==> config.mk <==
export PLATFORM = sky130hd
export DESIGN_NAME = phy_mgmt_regs
export DESIGN_NICKNAME = d
export VERILOG_FILES = /design/src/rtl/phy_regs_pkg.sv /design/src/rtl/phy_pulse_timer.sv /design/src/rtl/phy_ctrl_reg.sv /design/src/rtl/phy_status_track.sv /design/src/rtl/phy_mgmt_regs.sv
export SDC_FILE = /design/constraint.sdc
export NUM_CORES = 1
export LEC_CHECK = 0
export BUFFER_PORTS_ARGS = -buffer_cell sky130_fd_sc_hd__buf_2
export CORE_MARGIN = 8
export CORE_UTILIZATION = 25
export CTS_CLUSTER_DIAMETER = 40
export DETAILED_ROUTE_END_ITERATION = 8
export GPL_TIMING_DRIVEN = 0
export PLACE_DENSITY_LB_ADDON = 0.08
export SLEW_MARGIN = 25
export SYNTH_ARGS = -nofsm -noshare
export SYNTH_HDL_FRONTEND = slang
export SYNTH_HIERARCHICAL = 1
export SYNTH_SLANG_ARGS = --single-unit
==> constraint.sdc <==
create_clock -name clk -period 2.36 [get_ports clk]
set_input_delay 0.354 -clock clk [delete_from_list [all_inputs] [get_ports clk]]
set_output_delay 0.354 -clock clk [all_outputs]
set_load 0.05 [all_outputs]
==> src/rtl/phy_regs_pkg.sv <==
package phy_regs_pkg;
  localparam int unsigned ADDR_W = 5;
  localparam int unsigned DATA_W = 16;

  localparam logic [ADDR_W-1:0] A_CTRL = 5'd0;
  localparam logic [ADDR_W-1:0] A_STAT = 5'd1;
  localparam logic [ADDR_W-1:0] A_IDHI = 5'd2;
  localparam logic [ADDR_W-1:0] A_IDLO = 5'd3;
  localparam logic [ADDR_W-1:0] A_PAGE = 5'd6;

  localparam int unsigned B_SRST = 15;
  localparam int unsigned B_PDN  = 11;
  localparam int unsigned B_ANRS = 9;
  localparam int unsigned B_LINK = 2;
  localparam int unsigned B_JAB  = 1;
  localparam int unsigned B_EXT  = 0;
  localparam int unsigned B_PGRX = 1;
endpackage

==> src/rtl/phy_pulse_timer.sv <==
module phy_pulse_timer #(
  parameter int unsigned CYCLES = 50
) (
  input  logic clk,
  input  logic rst,
  input  logic start,
  output logic busy
);
  localparam int unsigned CNT_W = (CYCLES < 2) ? 1 : $clog2(CYCLES + 1);

  logic [CNT_W-1:0] remain;

  always_ff @(posedge clk) begin
    if (rst) begin
      busy   <= 1'b0;
      remain <= '0;
    end else if (!busy && start) begin
      busy   <= 1'b1;
      remain <= CNT_W'(CYCLES - 1);
    end else if (busy) begin
      if (remain == '0) busy <= 1'b0;
      else remain <= remain - 1'b1;
    end
  end

  logic [CNT_W-1:0] chk_len;
  always_ff @(posedge clk) begin
    if (rst) chk_len <= '0;
    else if (busy) chk_len <= chk_len + 1'b1;
    else chk_len <= '0;
  end

  a_r7_start: assert property (@(posedge clk) disable iff (rst)
    (start && !busy) |=> busy);
  a_r7_not_long: assert property (@(posedge clk) disable iff (rst)
    busy |-> (chk_len < CNT_W'(CYCLES)));
  a_r7_exact_len: assert property (@(posedge clk) disable iff (rst)
    $fell(busy) |-> (chk_len == CNT_W'(CYCLES)));
endmodule

==> src/rtl/phy_ctrl_reg.sv <==
module phy_ctrl_reg
  import phy_regs_pkg::*;
#(
  parameter int unsigned RST_CYCLES = 50
) (
  input  logic              clk,
  input  logic              rst,
  input  logic              wr_en,
  input  logic [DATA_W-1:0] wr_data,
  output logic              srst_busy,
  output logic              an_restart,
  output logic              power_down
);
  logic srst_start;
  assign srst_start = wr_en && wr_data[B_SRST] && !srst_busy;

  phy_pulse_timer #(.CYCLES(RST_CYCLES)) u_srst_timer (
    .clk  (clk),
    .rst  (rst),
    .start(srst_start),
    .busy (srst_busy)
  );

  always_ff @(posedge clk) begin
    if (rst || srst_busy || srst_start) power_down <= 1'b0;
    else if (wr_en) power_down <= wr_data[B_PDN];
  end

  always_ff @(posedge clk) begin
    if (rst) an_restart <= 1'b0;
    else an_restart <= wr_en && wr_data[B_ANRS] && !wr_data[B_SRST] && !srst_busy;
  end

  a_r8_pd_held: assert property (@(posedge clk) disable iff (rst)
    srst_busy |-> !power_down);
  a_r8_no_restart: assert property (@(posedge clk) disable iff (rst)
    srst_busy |=> !an_restart);
endmodule

==> src/rtl/phy_status_track.sv <==
module phy_status_track (
  input  logic clk,
  input  logic rst,
  input  logic clr,
  input  logic stat_rd,
  input  logic link_pass,
  input  logic jabber_evt,
  input  logic page_rx_evt,
  input  logic link_lost,
  output logic link_ok,
  output logic jabber,
  output logic page_rx
);
  logic drop_latched;
  logic drop_next;

  always_comb begin
    if (!link_pass && link_ok) drop_next = 1'b1;
    else if (stat_rd) drop_next = 1'b0;
    else drop_next = drop_latched;
  end

  always_ff @(posedge clk) begin
    if (rst || clr) begin
      drop_latched <= 1'b0;
      link_ok      <= 1'b0;
      jabber       <= 1'b0;
      page_rx      <= 1'b0;
    end else begin
      drop_latched <= drop_next;
      link_ok      <= link_pass && !drop_next;
      jabber       <= jabber_evt || (jabber && !stat_rd);
      page_rx      <= !link_lost && (page_rx_evt || page_rx);
    end
  end

  a_r2_down: assert property (@(posedge clk) disable iff (rst)
    !link_pass |=> !link_ok);
  a_r4_jab_set: assert property (@(posedge clk) disable iff (rst)
    (jabber_evt && !clr) |=> jabber);
  a_r11_lost: assert property (@(posedge clk) disable iff (rst)
    link_lost |=> !page_rx);
  a_r11_set: assert property (@(posedge clk) disable iff (rst)
    (page_rx_evt && !link_lost && !clr) |=> page_rx);
endmodule

==> src/rtl/phy_mgmt_regs.sv <==
module phy_mgmt_regs
  import phy_regs_pkg::*;
#(
  parameter logic [15:0] ID_HI      = 16'h0000,
  parameter logic [15:0] ID_LO      = 16'h8201,
  parameter int unsigned RST_CYCLES = 50
) (
  input  logic        clk,
  input  logic        rst,
  input  logic [4:0]  reg_addr,
  input  logic        rd_stb,
  input  logic        wr_stb,
  input  logic [15:0] wr_data,
  output logic [15:0] rd_data,
  input  logic        link_pass,
  input  logic        jabber_evt,
  input  logic        page_rx_evt,
  input  logic        link_lost,
  output logic        soft_rst_o,
  output logic        an_restart_o,
  output logic        power_down_o
);
  logic ctrl_wr, stat_rd;
  logic srst_busy, link_ok, jabber, page_rx;
  logic [DATA_W-1:0] rd_mux;

  assign ctrl_wr = wr_stb && (reg_addr == A_CTRL);
  assign stat_rd = rd_stb && (reg_addr == A_STAT);

  phy_ctrl_reg #(.RST_CYCLES(RST_CYCLES)) u_ctrl (
    .clk       (clk),
    .rst       (rst),
    .wr_en     (ctrl_wr),
    .wr_data   (wr_data),
    .srst_busy (srst_busy),
    .an_restart(an_restart_o),
    .power_down(power_down_o)
  );

  phy_status_track u_stat (
    .clk        (clk),
    .rst        (rst),
    .clr        (srst_busy),
    .stat_rd    (stat_rd),
    .link_pass  (link_pass),
    .jabber_evt (jabber_evt),
    .page_rx_evt(page_rx_evt),
    .link_lost  (link_lost),
    .link_ok    (link_ok),
    .jabber     (jabber),
    .page_rx    (page_rx)
  );

  assign soft_rst_o = srst_busy;

  always_comb begin
    rd_mux = '0;
    unique case (reg_addr)
      A_CTRL: begin
        rd_mux[B_SRST] = srst_busy;
        rd_mux[B_PDN]  = power_down_o;
      end
      A_STAT: begin
        rd_mux[B_LINK] = link_ok;
        rd_mux[B_JAB]  = jabber;
        rd_mux[B_EXT]  = 1'b1;
      end
      A_IDHI:  rd_mux = ID_HI;
      A_IDLO:  rd_mux = ID_LO;
      A_PAGE:  rd_mux[B_PGRX] = page_rx;
      default: rd_mux = '0;
    endcase
  end

  always_ff @(posedge clk) begin
    if (rst) rd_data <= '0;
    else if (rd_stb) rd_data <= rd_mux;
  end

  a_r13_hold: assert property (@(posedge clk) disable iff (rst)
    !rd_stb |=> $stable(rd_data));
  a_r5_ext: assert property (@(posedge clk) disable iff (rst)
    stat_rd |=> (rd_data[B_EXT] && rd_data[15:3] == '0));
  a_r12_unimpl: assert property (@(posedge clk) disable iff (rst)
    (rd_stb && reg_addr != A_CTRL && reg_addr != A_STAT && reg_addr != A_IDHI
     && reg_addr != A_IDLO && reg_addr != A_PAGE) |=> (rd_data == '0));
  a_r9_pulse_src: assert property (@(posedge clk) disable iff (rst)
    an_restart_o |-> $past(ctrl_wr));
endmodule

Word level (Yosys, flattened, before mapping)
Index checks and enable logic that the tools add are counted.

Logic and storage cells: 59. Flip-flop bits (word level): 26. Memory bits (read-only): 0. Bits in latches: 0. Memories kept: 0. Memory bits (writable): 0. Input bits: 29. Output and inout port bits: 19.

$mul: 0. $lt $le $gt $ge: 0. Add/subtract/negate cells: 1. Multiplexer cells: 14. Bitwise operators: 1. Reduce and logical (&&, ||, !) cells: 29. Shifts and indexed selects: 0. Div/mod/pow operators: 0. Equal/unequal tests: 4.

Operator list (number): $mux W6 (3); $logic_and A1 B1 Y1 (12); $mux W1 (8); $mux W7 (1); $logic_not A1 Y1 (6); $logic_not A6 Y1 (1); $sub A6 B1 Y6 const B (1); $eq A5 B1 Y1 const B (1); $eq A5 B2 Y1 const B (1); $eq A5 B3 Y1 const B (1); $logic_not A5 Y1 (1); $logic_or A1 B1 Y1 (4); $pmux W1 S2 (2); $reduce_and A2 Y1 (2); $reduce_or A2 Y1 (2); $ne A2 B2 Y1 const B (1); $reduce_bool A2 Y1 (1); $not A1 Y1 (1).

Longest topological paths before layout
Depth after elaboration: 7. Mapped depth: 6. Mapped depth without buffers: 6.

Hierarchy
Netlist, hierarchy kept.

Modules (own cells, without submodules): phy_mgmt_regs (area each 401.6 um^2, times used 1, seq. area each 120.1 um^2, cells each 47); phy_pulse_timer (area each 370.4 um^2, times used 1, seq. area each 140.1 um^2, cells each 41); phy_status_track (area each 153.9 um^2, times used 1, seq. area each 80.1 um^2, cells each 13); phy_ctrl_reg (area each 90.1 um^2, times used 1, seq. area each 40.0 um^2, cells each 8).

Worst setup path after synthesis
OpenSTA, ideal clock, no wires.

Path kind: reg2reg. From: reg u_ctrl.u_srst_timer.busy. To: reg u_ctrl.u_srst_timer.remain[3]. Required time: 2.264 ns. Library setup time: 0.096 ns. Path buffers: 1. Cell stages (with the launch flop): 4. Data arrival time: 1.714 ns. Period minus slack after synthesis: 1.810 ns. Setup slack: 0.550 ns. Path through: dfxtp_1 > buf_4 > or4b_1 > o41ai_2.

Cells in the longest elaborated chain, start to end: 4. Elaborated cells on any way between the ends: 5. Those cells by class: 5 x reduce/logical.

Ends and longest elaborated chain: start, declared (line phy_pulse_timer.sv:7) `output logic busy`; start signal, assigned (line phy_pulse_timer.sv:15) `busy <= 1'b0;`; start signal, assigned (line phy_pulse_timer.sv:18) `busy <= 1'b1;`; start signal, assigned (line phy_pulse_timer.sv:21) `if (remain == '0) busy <= 1'b0;`; $logic_not A1 Y1 (line phy_pulse_timer.sv:17, phy_ctrl_reg.sv:15); $logic_and A1 B1 Y1 (line phy_ctrl_reg.sv:15) `assign srst_start = wr_en && wr_data[B_SRST] && !srst_busy;`; $logic_and A1 B1 Y1 (line phy_pulse_timer.sv:17) `end else if (!busy && start) begin`; $reduce_or A2 Y1 (no line); end signal, assigned (line phy_pulse_timer.sv:19) `remain <= CNT_W'(CYCLES - 1);`; end signal, assigned (line phy_pulse_timer.sv:22) `else remain <= remain - 1'b1;`; end, declared (line phy_pulse_timer.sv:11) `logic [CNT_W-1:0] remain;`.

Parallel ways exist; a longest one is shown, timed or not. A chain may end at the register's enable or synchronous reset.

Final worst setup path
Same ends and word-level chain as after synthesis.

==> metrics.yaml <==
global_routing:
  initial_antenna_violation_count: 0
  first_pass_grt_wire_length_um: 4000
  gr-total-overflow: 0
  via_count_of_the_first_global_routing_pass: 844
  track_usage_pct: 8.07
  maximum_number_of_pins_on_one_net_before_global_route_repair: 11
worst_setup_path:
  worstPathCellList: "buf_4 -> or4b_1 -> o41ai_2"
  setup.worst_path.class: "reg -> reg"
  cp_slowest_stage_delay_ns: 0.53
  cp_top_family: "flip-flops"
  critical_path.slowest_cell: "dfxtp_1"
  critical_path.n_buffers_inverters: 1
  critPathRequiredTime_ns: 2.53
  cp_data_arrival_time_ns: 1.76
  critPathCaptureType: "flop"
  critPathMaxFanout: 9
  cp-start-kind: "flop"
power_and_ir_drop:
  vdd_ir_max_uv: 140
  power.internal_mw: 0.482
  clock_power_share_pct: 34.1
  p_switching_mw: 0.178
  power.share.switching_pct: 27.0
  comb_power_share_pct: 16.0
  power_leakage_nw: 0.550
  share_seq_of_total_power_pct: 49.9
  power_per_cell_area_mw_per_mm2: 517
  design_power_total_mw: 0.660
floorplan:
  row_count: 23
  fp.dieW_um: 79.8
  fp.coreArea_mm2: 0.00394
  fp.dieH_um: 79.8
  floorplan.initialDensity_pct: 25.8
  pin_count: 48
  die_area_mm2: 0.00636
layout:
  synthToLayoutAreaGrowth_pct: 25.7
  fin_util_pct: 32.4
  fillerInstances: 444
  seq_area_um2: 380
  nNetsFinal: 178
  area_of_the_multi_input_gates_um2: 549
  insertedDiodeCount: 0
  layout-drive-gt1-share_pct: 33.6
place:
  preCtsSetupSlack_ns: 0.540
  port_buffer_cells: 24
  place.detailed.hpwl_um: 1970
  finalWeightedCongestion: 0.746
logic_synthesis:
  post_synth_cell_types: 41
  number_of_enable_flip_flop_cells_after_synthesis: 0
  post_synth_instance_area_mm2: 0.00102
  synth_async_sr_flop_share_pct: 0
  dominantRegCellSynth: "dfxtp_1"
  netlist_instances: 109
  yosysWarnings: 6
  post_synthesis_average_cell_area_um2: 9.32
  number_of_flip_flops_and_latches_in_the_synthesized_netlist: 19
  synth_seq_area_share_pct: 37.4
timing:
  rsz0062_at_grt: "false"
  layout_setup_ws_ns: 0.765
  setup_violations: 0
  hold_violations: 0
  period_share_pct: 67.6
  fin_skew_ns: 0.00424
  max-slew-margin-rel_pct: 63.6
  least_margin_pin_slew_ns: 0.541
  holdWs_ns: 0.277
  layout_min_cycle_time_ns: 1.60
  fin_tns_setup_ns: 0
  final-max-slew-violation-count: 0
  timing.fmax_mhz: 627
clock_network:
  clock-sinks: 19
  max-clock-path-buffers: 2
  cts.htree.levels: 1
  clkSlewWorstSetupHoldPaths_ns: 0.07
  clock_buffer_count_from_cts: 3
  post_cts_buffers: 0
  cell_chosen_for_the_clock_root: "clkbuf_8"
  clock_insertion_delay_worst_skew_ns: 0.25
  post_cts_hold_buffer_count: 0
  tritoncts: "done"
  postCtsResizedCells: 0
detailed_routing:
  drc_violations_left: 0
  drt_wl_total_um: 2480
  detail_route.iter0.violations: 26
  detail_route.vias_per_cell: 4.49
  vias: 881
  detail-route-antenna-nets: 0
  drt_pre_antenna_iters: 4
  route.detailed.wl_per_inst_um: 12.6
run_status:
  outcome: "finished, final reports clean"
run:
  cap_violations: 0
min_path:
  worst_min_path_class: "in -> reg"
==> stage by stage <==
| step | instances | area, um^2 |
|---|---|---|
| final | 196 | 1280 |
| after global routing | 196 | 1280 |
| after CTS | 196 | 1280 |
| after detailed placement | 192 | 1230 |
| after global placement | 192 | 1230 |
| after floorplan | 118 | 1050 |
==> power groups by stage <==
stage,logic [mW],clock network (mW),registers [mW]
floorplan,0.0744,0,0.339
global placement,0.105,0,0.337
detailed placement,0.106,0,0.337
CTS,0.106,0.237,0.329
global route,0.113,0.255,0.330
finish,0.106,0.225,0.329
==> path summary, 6_finish.rpt <==
kind                                             from  slack, ns                                    endpoint  cells past startpoint
setup reg to reg  u_ctrl/u_srst_timer/busy$_SDFF_PP0_       0.76  u_ctrl/u_srst_timer/remain[3]$_SDFFE_PP0P_                      3
hold / removal                              link_lost       0.28                   u_stat/page_rx$_SDFF_PP0_                      2
setup / recovery  u_ctrl/u_srst_timer/busy$_SDFF_PP0_       0.76  u_ctrl/u_srst_timer/remain[3]$_SDFFE_PP0P_                      3
hold reg to reg               rd_data[9]$_SDFFE_PP0P_       0.47                     rd_data[9]$_SDFFE_PP0P_                      2
==> layout make-up <==
cell class | count | area share (%)
Sequential cell | 19 | 29.8
Clock buffer | 4 | 3.53
Inverter | 8 | 2.35
Tap cell | 50 | 4.90
Timing Repair Buffer | 24 | 9.40
Multi-Input combinational cell | 78 | 43.0
Buffer | 13 | 7.05
==> cells in the final DEF, fill, tap and decap left out, drive strengths merged, types with 2 or more instances in the layout <==
cell    Yosys  layout
buf        11      35
dfxtp      19      19
conb        1      10
nand2b      9       9
inv         8       8
nor2        6       6
clkbuf      2       6
nand2       5       5
a21oi       4       4
nand3b      3       3
o32ai       3       3
nand4       3       3
a31oi       3       3
and2        3       3
and3        2       2
nand4b      2       2
o41ai       2       2
nor2b       2       2
ha          2       2
nor3        2       2
==> sequential cells by signal, indices dropped and copies added, names as in the netlist <==
signal,count
rd_data,6
u_ctrl/power_down,1
u_ctrl/u_srst_timer/busy,1
u_stat/drop_latched,1
u_stat/link_ok,1
u_ctrl/u_srst_timer/remain,6
u_stat/jabber,1
u_stat/page_rx,1
u_ctrl/an_restart,1
==> metal layers <==
layer / up-vias / GRT usage, % / part of all wire, %
li1: 445 / - / -
met1: 405 / 9.57 / 45
met2: 29 / 12.5 / 46
met3: 2 / 3.15 / 9.1
met4: 0 / 3.82 / 0.69
met5: - / 0 / 0
==> synth_stat cells (3+ instances only) <==
cell	number	area, um^2
a31oi_1	3	18.8
dfxtp_1	19	380
a21oi_1	4	20.0
nand2b_1	8	50.1
buf_4	11	82.6
nor2_1	5	18.8
inv_1	8	30.0
o32ai_1	3	26.3
nand4_1	3	18.8
nand2_1	5	18.8
nand3b_1	3	22.5
==> kinds of logic after synthesis <==
family                   after synthesis  synth area share (%)
AO/OA/AOI/OAI                         21                  17.6
adder cells (fa/ha/maj)                2                  2.46
buffers and inverters                 21                  11.8
flip-flops                            19                  37.4
other                                  1                 0.369
AND/OR/NAND/NOR                       45                  30.3
Power figures use the tool's default switching activity.
